$ cat src/rtl/prio_intc_pkg.sv
package prio_intc_pkg;

  localparam int DEF_FAULTS = 2;
  localparam int DEF_CHANS  = 4;
  localparam int DEF_LINES  = 8;
  localparam int DEF_MISC   = 4;

  // Global enable sequencer states
  typedef enum logic [1:0] {
    EN_OFF   = 2'd0,
    EN_ARMED = 2'd1,
    EN_ON    = 2'd2
  } enState_t;

  // Strobes from control to datapath
  typedef struct packed {
    logic senseClr;
    logic chanClr;
    logic allClr;
    logic takeClr;
    logic maskWr;
  } dpStrobes_t;

endpackage

$ cat src/rtl/prio_intc_enc.sv
module prio_intc_enc #(
  parameter int N     = 42,
  parameter int IDX_W = 6
) (
  input  logic [N-1:0]     reqs,
  output logic             found,
  output logic [IDX_W-1:0] idx
);

  // Lowest set bit wins; index is reported one-based
  always_comb begin
    found = |reqs;
    idx   = '0;
    for (int k = N - 1; k >= 0; k--) begin
      if (reqs[k]) idx = IDX_W'(k + 1);
    end
  end

endmodule

$ cat src/rtl/prio_intc_dp.sv
module prio_intc_dp
  import prio_intc_pkg::*;
#(
  parameter int NUM_FAULT = DEF_FAULTS,
  parameter int NUM_CHAN  = DEF_CHANS,
  parameter int LINES     = DEF_LINES,
  parameter int NUM_MISC  = DEF_MISC,
  localparam int NUM_IO    = NUM_CHAN * LINES,
  localparam int CHAN_BASE = NUM_FAULT + NUM_IO,
  localparam int MISC_BASE = CHAN_BASE + NUM_CHAN,
  localparam int NUM_SRC   = MISC_BASE + NUM_MISC,
  localparam int IDX_W     = $clog2(NUM_SRC + 1),
  localparam int SEL_W     = (NUM_CHAN > 1) ? $clog2(NUM_CHAN) : 1
) (
  input  logic                 clk,
  input  logic                 rst,
  input  logic [NUM_CHAN-1:0]  chanPresent,
  input  logic [NUM_FAULT-1:0] faultReq,
  input  logic [NUM_IO-1:0]    ioLineReq,
  input  logic [NUM_CHAN-1:0]  chanReq,
  input  logic [NUM_MISC-1:0]  miscReq,
  input  dpStrobes_t           strobes,
  input  logic [SEL_W-1:0]     clearChanSel,
  input  logic [NUM_SRC-1:0]   maskWrData,
  output logic [NUM_SRC-1:0]   senseData,
  output logic                 anyActive,
  output logic [IDX_W-1:0]     winIdx
);

  logic [NUM_SRC-1:0]  reqVec;
  logic [NUM_SRC-1:0]  reqPrev;
  logic [NUM_SRC-1:0]  pendReg;
  logic [NUM_SRC-1:0]  maskReg;
  logic [NUM_SRC-1:0]  absentVec;
  logic [NUM_SRC-1:0]  clrVec;
  logic [NUM_SRC-1:0]  activeVec;
  logic [NUM_CHAN-1:0] presentReg;

  // Gather requests into priority order (bit k = index k+1)
  assign reqVec[NUM_FAULT-1:0]            = faultReq;
  assign reqVec[CHAN_BASE +: NUM_CHAN]    = chanReq;
  assign reqVec[MISC_BASE +: NUM_MISC]    = miscReq;

  // External lines interleaved line-major across channels
  for (genvar c = 0; c < NUM_CHAN; c++) begin : g_chan
    for (genvar l = 0; l < LINES; l++) begin : g_line
      assign reqVec[NUM_FAULT + l*NUM_CHAN + c] = ioLineReq[c*LINES + l];
    end
  end

  // Absent channels: forced pending on sense, never maskable
  always_comb begin
    absentVec = '0;
    for (int c = 0; c < NUM_CHAN; c++) begin
      absentVec[CHAN_BASE + c] = !presentReg[c];
    end
  end

  // Clear vector from control strobes
  always_comb begin
    clrVec = '0;
    if (strobes.senseClr) begin
      for (int k = 0; k < NUM_FAULT; k++) clrVec[k] = 1'b1;
    end
    if (strobes.allClr) begin
      for (int k = NUM_FAULT; k < MISC_BASE; k++) clrVec[k] = 1'b1;
    end
    if (strobes.chanClr) begin
      for (int c = 0; c < NUM_CHAN; c++) begin
        if (clearChanSel == SEL_W'(c)) begin
          clrVec[CHAN_BASE + c] = 1'b1;
          for (int l = 0; l < LINES; l++) clrVec[NUM_FAULT + l*NUM_CHAN + c] = 1'b1;
        end
      end
    end
    if (strobes.takeClr) begin
      for (int k = MISC_BASE; k < NUM_SRC; k++) begin
        if (winIdx == IDX_W'(k + 1)) clrVec[k] = 1'b1;
      end
    end
  end

  always_ff @(posedge clk) begin
    if (rst) begin
      presentReg <= chanPresent;
      reqPrev    <= '0;
      pendReg    <= '0;
      maskReg    <= '0;
    end else begin
      reqPrev <= reqVec;
      // A new edge in the same cycle as a clear keeps the bit set
      pendReg <= (pendReg & ~clrVec) | (reqVec & ~reqPrev);
      if (strobes.maskWr) maskReg <= maskWrData & ~absentVec;
    end
  end

  assign senseData = pendReg | absentVec;
  assign activeVec = pendReg & maskReg;

  prio_intc_enc #(
    .N     (NUM_SRC),
    .IDX_W (IDX_W)
  ) u_enc (
    .reqs  (activeVec),
    .found (anyActive),
    .idx   (winIdx)
  );

endmodule

$ cat src/rtl/prio_intc_ctrl.sv
module prio_intc_ctrl
  import prio_intc_pkg::*;
(
  input  logic       clk,
  input  logic       rst,
  input  logic       enableCmd,
  input  logic       disableCmd,
  input  logic       retirePulse,
  input  logic       ack,
  input  logic       senseCmd,
  input  logic       clearChanCmd,
  input  logic       clearAllCmd,
  input  logic       extClear,
  input  logic       maskWrEn,
  input  logic       anyActive,
  output dpStrobes_t strobes,
  output logic       irqValid,
  output logic       intEnabled
);

  enState_t enState;
  enState_t enNext;

  assign intEnabled = (enState == EN_ON);
  assign irqValid   = intEnabled && anyActive;

  always_comb begin
    enNext = enState;
    if (disableCmd || (ack && irqValid)) begin
      enNext = EN_OFF;
    end else if (enableCmd) begin
      enNext = (enState == EN_ON) ? EN_ON : EN_ARMED;
    end else if (enState == EN_ARMED && retirePulse) begin
      enNext = EN_ON;
    end
  end

  always_ff @(posedge clk) begin
    if (rst) enState <= EN_OFF;
    else     enState <= enNext;
  end

  always_comb begin
    strobes.senseClr = senseCmd;
    strobes.chanClr  = clearChanCmd;
    strobes.allClr   = clearAllCmd || extClear;
    strobes.takeClr  = ack && irqValid;
    strobes.maskWr   = maskWrEn;
  end

endmodule

$ cat src/rtl/prio_intc.sv
module prio_intc
  import prio_intc_pkg::*;
#(
  parameter int NUM_FAULT = DEF_FAULTS,
  parameter int NUM_CHAN  = DEF_CHANS,
  parameter int LINES     = DEF_LINES,
  parameter int NUM_MISC  = DEF_MISC,
  localparam int NUM_IO    = NUM_CHAN * LINES,
  localparam int NUM_SRC   = NUM_FAULT + NUM_IO + NUM_CHAN + NUM_MISC,
  localparam int IDX_W     = $clog2(NUM_SRC + 1),
  localparam int SEL_W     = (NUM_CHAN > 1) ? $clog2(NUM_CHAN) : 1
) (
  input  logic                 clk,
  input  logic                 rst,
  input  logic [NUM_CHAN-1:0]  chanPresent,
  input  logic [NUM_FAULT-1:0] faultReq,
  input  logic [NUM_IO-1:0]    ioLineReq,
  input  logic [NUM_CHAN-1:0]  chanReq,
  input  logic [NUM_MISC-1:0]  miscReq,
  input  logic                 enableCmd,
  input  logic                 disableCmd,
  input  logic                 retirePulse,
  input  logic                 ack,
  input  logic                 senseCmd,
  input  logic                 clearChanCmd,
  input  logic [SEL_W-1:0]     clearChanSel,
  input  logic                 clearAllCmd,
  input  logic                 extClear,
  input  logic                 maskWrEn,
  input  logic [NUM_SRC-1:0]   maskWrData,
  output logic [NUM_SRC-1:0]   senseData,
  output logic                 irqValid,
  output logic [IDX_W-1:0]     irqIndex,
  output logic                 intEnabled
);

  dpStrobes_t           strobes;
  logic                 anyActive;
  logic [IDX_W-1:0]     winIdx;

  prio_intc_ctrl u_ctrl (
    .clk          (clk),
    .rst          (rst),
    .enableCmd    (enableCmd),
    .disableCmd   (disableCmd),
    .retirePulse  (retirePulse),
    .ack          (ack),
    .senseCmd     (senseCmd),
    .clearChanCmd (clearChanCmd),
    .clearAllCmd  (clearAllCmd),
    .extClear     (extClear),
    .maskWrEn     (maskWrEn),
    .anyActive    (anyActive),
    .strobes      (strobes),
    .irqValid     (irqValid),
    .intEnabled   (intEnabled)
  );

  prio_intc_dp #(
    .NUM_FAULT (NUM_FAULT),
    .NUM_CHAN  (NUM_CHAN),
    .LINES     (LINES),
    .NUM_MISC  (NUM_MISC)
  ) u_dp (
    .clk          (clk),
    .rst          (rst),
    .chanPresent  (chanPresent),
    .faultReq     (faultReq),
    .ioLineReq    (ioLineReq),
    .chanReq      (chanReq),
    .miscReq      (miscReq),
    .strobes      (strobes),
    .clearChanSel (clearChanSel),
    .maskWrData   (maskWrData),
    .senseData    (senseData),
    .anyActive    (anyActive),
    .winIdx       (winIdx)
  );

  assign irqIndex = irqValid ? winIdx : '0;

endmodule

$ cat config.mk
export PLATFORM = sky130hd
export DESIGN_NAME = prio_intc
export DESIGN_NICKNAME = d
export VERILOG_FILES = /design/src/rtl/prio_intc_pkg.sv /design/src/rtl/prio_intc_enc.sv /design/src/rtl/prio_intc_dp.sv /design/src/rtl/prio_intc_ctrl.sv /design/src/rtl/prio_intc.sv
export SDC_FILE = /design/constraint.sdc
export NUM_CORES = 1
export LEC_CHECK = 0
export BUFFER_PORTS_ARGS = -buffer_cell sky130_fd_sc_hd__buf_4
export CORE_MARGIN = 8
export CORE_UTILIZATION = 52
export CTS_BUF_LIST = sky130_fd_sc_hd__clkbuf_4 sky130_fd_sc_hd__clkbuf_8 sky130_fd_sc_hd__clkbuf_16
export DETAILED_ROUTE_END_ITERATION = 6
export PLACE_DENSITY_LB_ADDON = 0.12
export SYNTH_ARGS = -nofsm -noshare
export SYNTH_HDL_FRONTEND = slang
export SYNTH_SLANG_ARGS = --single-unit
$ cat constraint.sdc
create_clock -name clk -period 2.8 [get_ports clk]
set_input_delay 0.14 -clock clk [delete_from_list [all_inputs] [get_ports clk]]
set_output_delay 0.14 -clock clk [all_outputs]
set_load 0.01 [all_outputs]
Word-level counts from Yosys, hierarchy flattened
Index checks and enable logic that the tools add are counted.
{ "word_totals": {"register_bits": 132, "input_bits": 101, "out_inout_bits": 50, "wordCells": 126} }
{ "classes": {"n_eq_ne": 9, "n_mux": 90, "n_bitwise": 9, "reduce_logical": 13} }
{ "op_table": {"columns": ["operator", "n"], "rows": [
  ["2-to-1 mux 6 bit", 43],
  ["bitwise AND 42 bit", 4],
  ["inverter 42 bit", 2],
  ["2-to-1 mux 36 bit", 2],
  ["inverter 38 -> 42 bit", 1],
  ["OR 42 x 38 -> 42 bit", 1],
  ["OR 42 bit", 1],
  ["OR reduction 42 bit", 1],
  ["2-to-1 mux 1 bit", 40],
  ["equality test 6 bit, second input constant", 4],
  ["2-to-1 mux 2 bit", 4],
  ["equality test 2 bit, second input constant", 3],
  ["equality test 2 x 1 -> 1 bit, second input constant", 2],
  ["zero test 1 bit", 4],
  ["2-to-1 mux 4 bit", 1],
  ["logical AND 1 bit", 3],
  ["zero test 2 bit", 1],
  ["logical OR 1 bit", 2],
  ["nonzero test 2 bit", 1],
  ["OR reduction 2 bit", 1]
]} }

Depth between registers and ports, before layout
{ "logic_depth": {"depth_word": 49, "mapped_depth": 8, "mapped_depth_nobuf": 8} }

Modules after synthesis
From an unflattened synthesis, not the netlist that was laid out.
{ "hier_totals": {"cells_unflattened": 577, "area_unflattened_um2": 5565.3} }
{ "modules_own_cells": {"columns": ["module", "n_inst", "cells_each", "area_each_um2", "seq_area_each_um2"], "rows": [
  ["prio_intc_dp", 1, 461, 4849.7, 2642.5],
  ["prio_intc_enc", 1, 94, 545.5, 0.0],
  ["prio_intc_ctrl", 1, 16, 132.6, 40.0],
  ["prio_intc", 1, 6, 37.5, 0.0]
]} }

Worst setup path before layout
Ideal clock, no wire load.
{ "synth_timing": {"path_kind": "reg-to-reg", "from": "register u_dp.pendReg[32]", "to": "register u_dp.pendReg[39]", "setup_ns": 0.148, "t_arrival_ns": 2.130, "required_time_ns": 2.652, "slack_ns": 0.522, "stages_incl_launch_ff": 8, "path_buffers": 0, "synth_period_minus_slack_ns": 2.278, "cell_sequence": "dfxtp_1 a22o_4 nor4b_4 a211oi_1 or4_4 or4_4 nor2_1 a311oi_1"} }
{ "synth_via": {"elab_chain_cells": 40, "word_cells_on_any_way": 43, "cone_classes": "eq/ne (1); mux (35); bitwise (4); reduce/logical (3)"} }
{ "synth_rtl": {"columns": ["item", "line", "rtl"], "rows": [
  ["start: declaration", "prio_intc_dp.sv:32", "logic [NUM_SRC-1:0] pendReg;"],
  ["start signal: assignment", "prio_intc_dp.sv:92", "pendReg <= (pendReg & ~clrVec) | (reqVec & ~reqPrev);"],
  ["bitwise AND 42 bit (*)", "prio_intc_dp.sv:98", "assign activeVec = pendReg & maskReg;"],
  ["2-to-1 mux 6 bit (33 in a row)", "prio_intc_enc.sv:15", "if (reqs[k]) idx = IDX_W'(k + 1);"],
  ["equality test 6 bit", "prio_intc_dp.sv:78", "if (winIdx == IDX_W'(k + 1)) clrVec[k] = 1'b1;"],
  ["2-to-1 mux 1 bit", "prio_intc_dp.sv:78", null],
  ["2-to-1 mux 4 bit (*)", "prio_intc_dp.sv:76", "if (strobes.takeClr) begin"],
  ["inverter 42 bit (*)", "prio_intc_dp.sv:92", null],
  ["bitwise AND 42 bit (*)", "prio_intc_dp.sv:92", null],
  ["OR 42 bit (*)", "prio_intc_dp.sv:92", null]
]} }
Every way passes the cells marked *; elsewhere a longest branch is shown, timed or not.
A chain may end at the register's enable or synchronous reset.

Final worst setup path
{ "layout_timing": {"from": "register u_dp.pendReg[34]", "to": "output port irqIndex[2]"} }
{ "layout_via": {"elab_chain_cells": 37, "word_cells_on_any_way": 39, "cone_classes": "mux (36); bitwise (1); reduce/logical (2)"} }
{ "layout_rtl": {"columns": ["item", "line", "rtl"], "rows": [
  ["bitwise AND 42 bit (*)", "prio_intc_dp.sv:98", null],
  ["2-to-1 mux 6 bit (35 in a row)", "prio_intc_enc.sv:15", null],
  ["2-to-1 mux 6 bit (*)", "prio_intc.sv:80", "assign irqIndex = irqValid ? winIdx : '0;"],
  ["end: declaration", "prio_intc.sv:33", "output logic [IDX_W-1:0] irqIndex,"]
]} }
Marks and branches as above.

==> impl_metrics.ini <==
[route]
drtIter0Drc = 210
drc = 0
postRouteAntennaNets = 0
vias = 4801
wire_per_inst_microns = 17.3
postRouteWirelength_mm = 15.8
dr.pass1.iters = 5
via_per_inst = 5.23

[sta]
finalHoldViolCount = 0
finalCriticalPeriod_ns = 2.75
period_share = 0.982
rsz0062_at_grt = yes
fmax_mhz = 364
maxSlewHeadroom = 0.479
finalMaxSlewViolations = 0
finalSetupViolCount = 0
worst_pin_slew_ns = 0.781
skew_ns = 0.00860
finalSetupTns_ns = 0

[floorplan]
die_y_microns = 118
fp.dieW_microns = 118
design.core.area_sq_um = 10200
placementRows = 37
dieArea_sq_um = 13900
start_util = 0.529
io_pins = 151

[pwr]
seq_power_share = 0.420
p_int_mw = 3.77
power_frac_clock = 0.446
power_density_nw_per_um2 = 631
peakVddDrop_mv = 0.339
power.total_mw = 5.00
swShare = 0.247
p_switching_mw = 1.24
p_comb_frac = 0.135
total_leakage_power_nw = 3.58

[synth]
syn_nets = 657
synth_top_area_frac = 0.475
synth-seq-area-share = 0.498
synth_edf_count = 4
ys_ff_latch = 132
syn-cell-area_sq_um = 5390
synthFlopType = dfxtp_1
yosysTopAreaCell = dfxtp_1
yosys-mux-area-fraction = 0.0706
synth_top_family_by_area = compound AO/OA/AOI/OAI gates
synth_fa_ha_area_frac = 0
syn_area_per_cell_sq_um = 9.69
yosysMostFrequentCell = dfxtp_1
synthTopCellsByCount = dfxtp_1 (128), nor2_1 (48), nor2b_1 (46), a22o_1 (43), inv_1 (42)
synth-simple-area-share = 0.167
synthTopCellsByArea = dfxtp_1 (48%), mux2i_1 (7.1%), a22o_1 (7.0%), nor2b_1 (5.3%), buf_4 (5.3%)
synth.distinct_cells = 47
synthArstFlopShare = 0
synth-xor-area-share = 0
synth.yosys.warnings = 0
synth-compound-area-share = 0.172
syn_inst = 556

[job]
drv_cap = 0

[setup_path]
cp.depth = 7
crit_fanout = 4
cp_top_family = compound AO/OA/AOI/OAI gates
worst-path-buf-inv = 1
crit_required_ns = 2.66
worstPathCellList = a22o_2 -> a311oi_1 -> o21ai_0 -> a21boi_0 -> o211ai_1 -> a211oi_1 -> buf_4
start_kind = flop
end_kind = primary output
crit_slowest_cell = a211oi_1
arrival_ns = 2.61
critPathMaxStageDelay_ns = 0.39
r2r_cells = 7
setup.worst_path.class = reg -> out

[placement]
place_area_sq_um = 6390
io_buffers = 150
gp_congestion = 0.866
hpwl_mm = 10.5

[grt]
grt_max_degree = 47
use_met2 = 0.389
grt_pass1_vias = 5144
antenna_found_initial = 0
grt-ovfl-total = 0
gr-usage-all-layers = 0.227
grt_pass1_wl_mm = 25.4
grt_busiest_layer = met2
use_met3 = 0.0585
grtUsageMet1 = 0.260

[cells_and_area]
multi_input_comb_area_sq_um = 2220
layout.area.seq_sq_um = 2680
fillers = 689
nets = 871
diodes = 0
drive_gt1_frac = 0.253
fin_util = 0.778
design_area_sq_um = 7930
area_growth_pct = 47.1

[clocking]
cts_root_buf = clkbuf_8
cts_tree = done
numCtsBuffers = 17
cts.path.max_buffers = 2
clk_pin_slew_ns = 0.06
htreeDepth = 4
insertion_delay_ns = 0.52
post_cts_buffers = 0
cts.sinks = 132

[hold_path]
hold_class = in -> reg
whs_path_depth = 2

[status]
outcome = complete, no violations
cell type report:
class,count,area share
clock buffer,18,0.0532
clock inverter,13,0.0218
inverter,42,0.0199
multi-input combinational,328,0.280
sequential,132,0.338
tap,136,0.0215
timing repair buffer,249,0.265
layer usage:
layer,vias to the layer above,routed length (microns)
li1,2335,-
met1,2270,6720
met2,168,7950
met3,28,836
met4,0,333
met5,-,0
sequential cells by signal, summed over array words and instances (netlist names):
signal,cells
u_ctrl.enState,2
u_dp.presentReg,4
u_dp.reqPrev,42
u_dp.pendReg,42
u_dp.maskReg,42
logic make-up (layout without fill, tap and decap cells):
group           count (synthesis)  in the layout
simple gates                  173            173
flops                         132            132
compound gates                117            117
buf+inv                        96            322
mux                            38             38
repair_timing:
| item | in CTS | in global routing |
|---|---|---|
| gates resized for setup | 0 | 3 |
| endpoints found under the hold margin | 96 | 0 |
| setup endpoints to repair | 0 | 2 |
| hold buffers | 93 | 0 |
worst paths after layout:
check | endpoint | slack (ns) | from
worst max register to register | u_dp.pendReg[39] | 0.39 | u_dp.pendReg[32]
worst min-delay path | u_dp.maskReg[30] | 0.04 | rst
worst min register to register | u_dp.pendReg[36] | 0.47 | u_dp.reqPrev[36]
worst max-delay path | irqIndex[2] | 0.05 | u_dp.pendReg[34]
cells in the final DEF (no fill, tap or decap), types with 3 or more instances in the layout:
| cell | synthesis | final |
|---|---|---|
| edfxtp_1 | 4 | 4 |
| and2_1 | 3 | 3 |
| o21ai_0 | 5 | 5 |
| inv_1 | 42 | 42 |
| buf_4 | 38 | 156 |
| inv_6 | 0 | 4 |
| nand3_1 | 9 | 9 |
| nor3_1 | 4 | 4 |
| mux2i_1 | 38 | 38 |
| nand2b_1 | 16 | 16 |
| a32oi_1 | 4 | 4 |
| a31oi_1 | 6 | 6 |
| dlygate4sd3_1 | 0 | 93 |
| a211oi_1 | 5 | 4 |
| nor2_1 | 48 | 48 |
| a22oi_1 | 11 | 10 |
| a21oi_1 | 17 | 17 |
| nor2b_1 | 46 | 46 |
| bufinv_16 | 0 | 3 |
| nand2_1 | 33 | 33 |
| clkinvlp_4 | 0 | 4 |
| dfxtp_1 | 128 | 128 |
| nor3b_1 | 4 | 4 |
| clkbuf_16 | 0 | 16 |
| a22o_1 | 43 | 43 |
worst register-to-register path, cell delays in order (launching register included):
cell      delay [ns]
dfxtp_1         0.35
a22o_4          0.30
nor4b_4         0.29
a211oi_1        0.11
or4_4           0.52
or4_4           0.50
nor2_1          0.12
a311oi_1        0.09
power by group through the flow:
stage / registers [mW] / logic [mW] / clock network [mW]
2_1_floorplan: 2.11 / 0.354 / 0
3_3_place_gp: 2.13 / 0.547 / 0
3_5_place_dp: 2.13 / 0.555 / 0
4_1_cts: 2.09 / 0.663 / 2.26
5_1_grt: 2.11 / 0.730 / 2.35
6_report: 2.10 / 0.673 / 2.23
metrics by stage:
step | std cells | hold slack [ns] | setup WS (ns)
finish | 918 | 0.0437 | 0.0500
global route | 918 | 0.0352 | -0.0308
CTS | 918 | 0.0269 | 0.0422
detailed placement | 794 | 0.321 | 0.373
global placement | 794 | 0.320 | 0.412
floorplan | 556 | 0.238 | 0.522
Note: power is estimated with default switching activity, not from simulation.
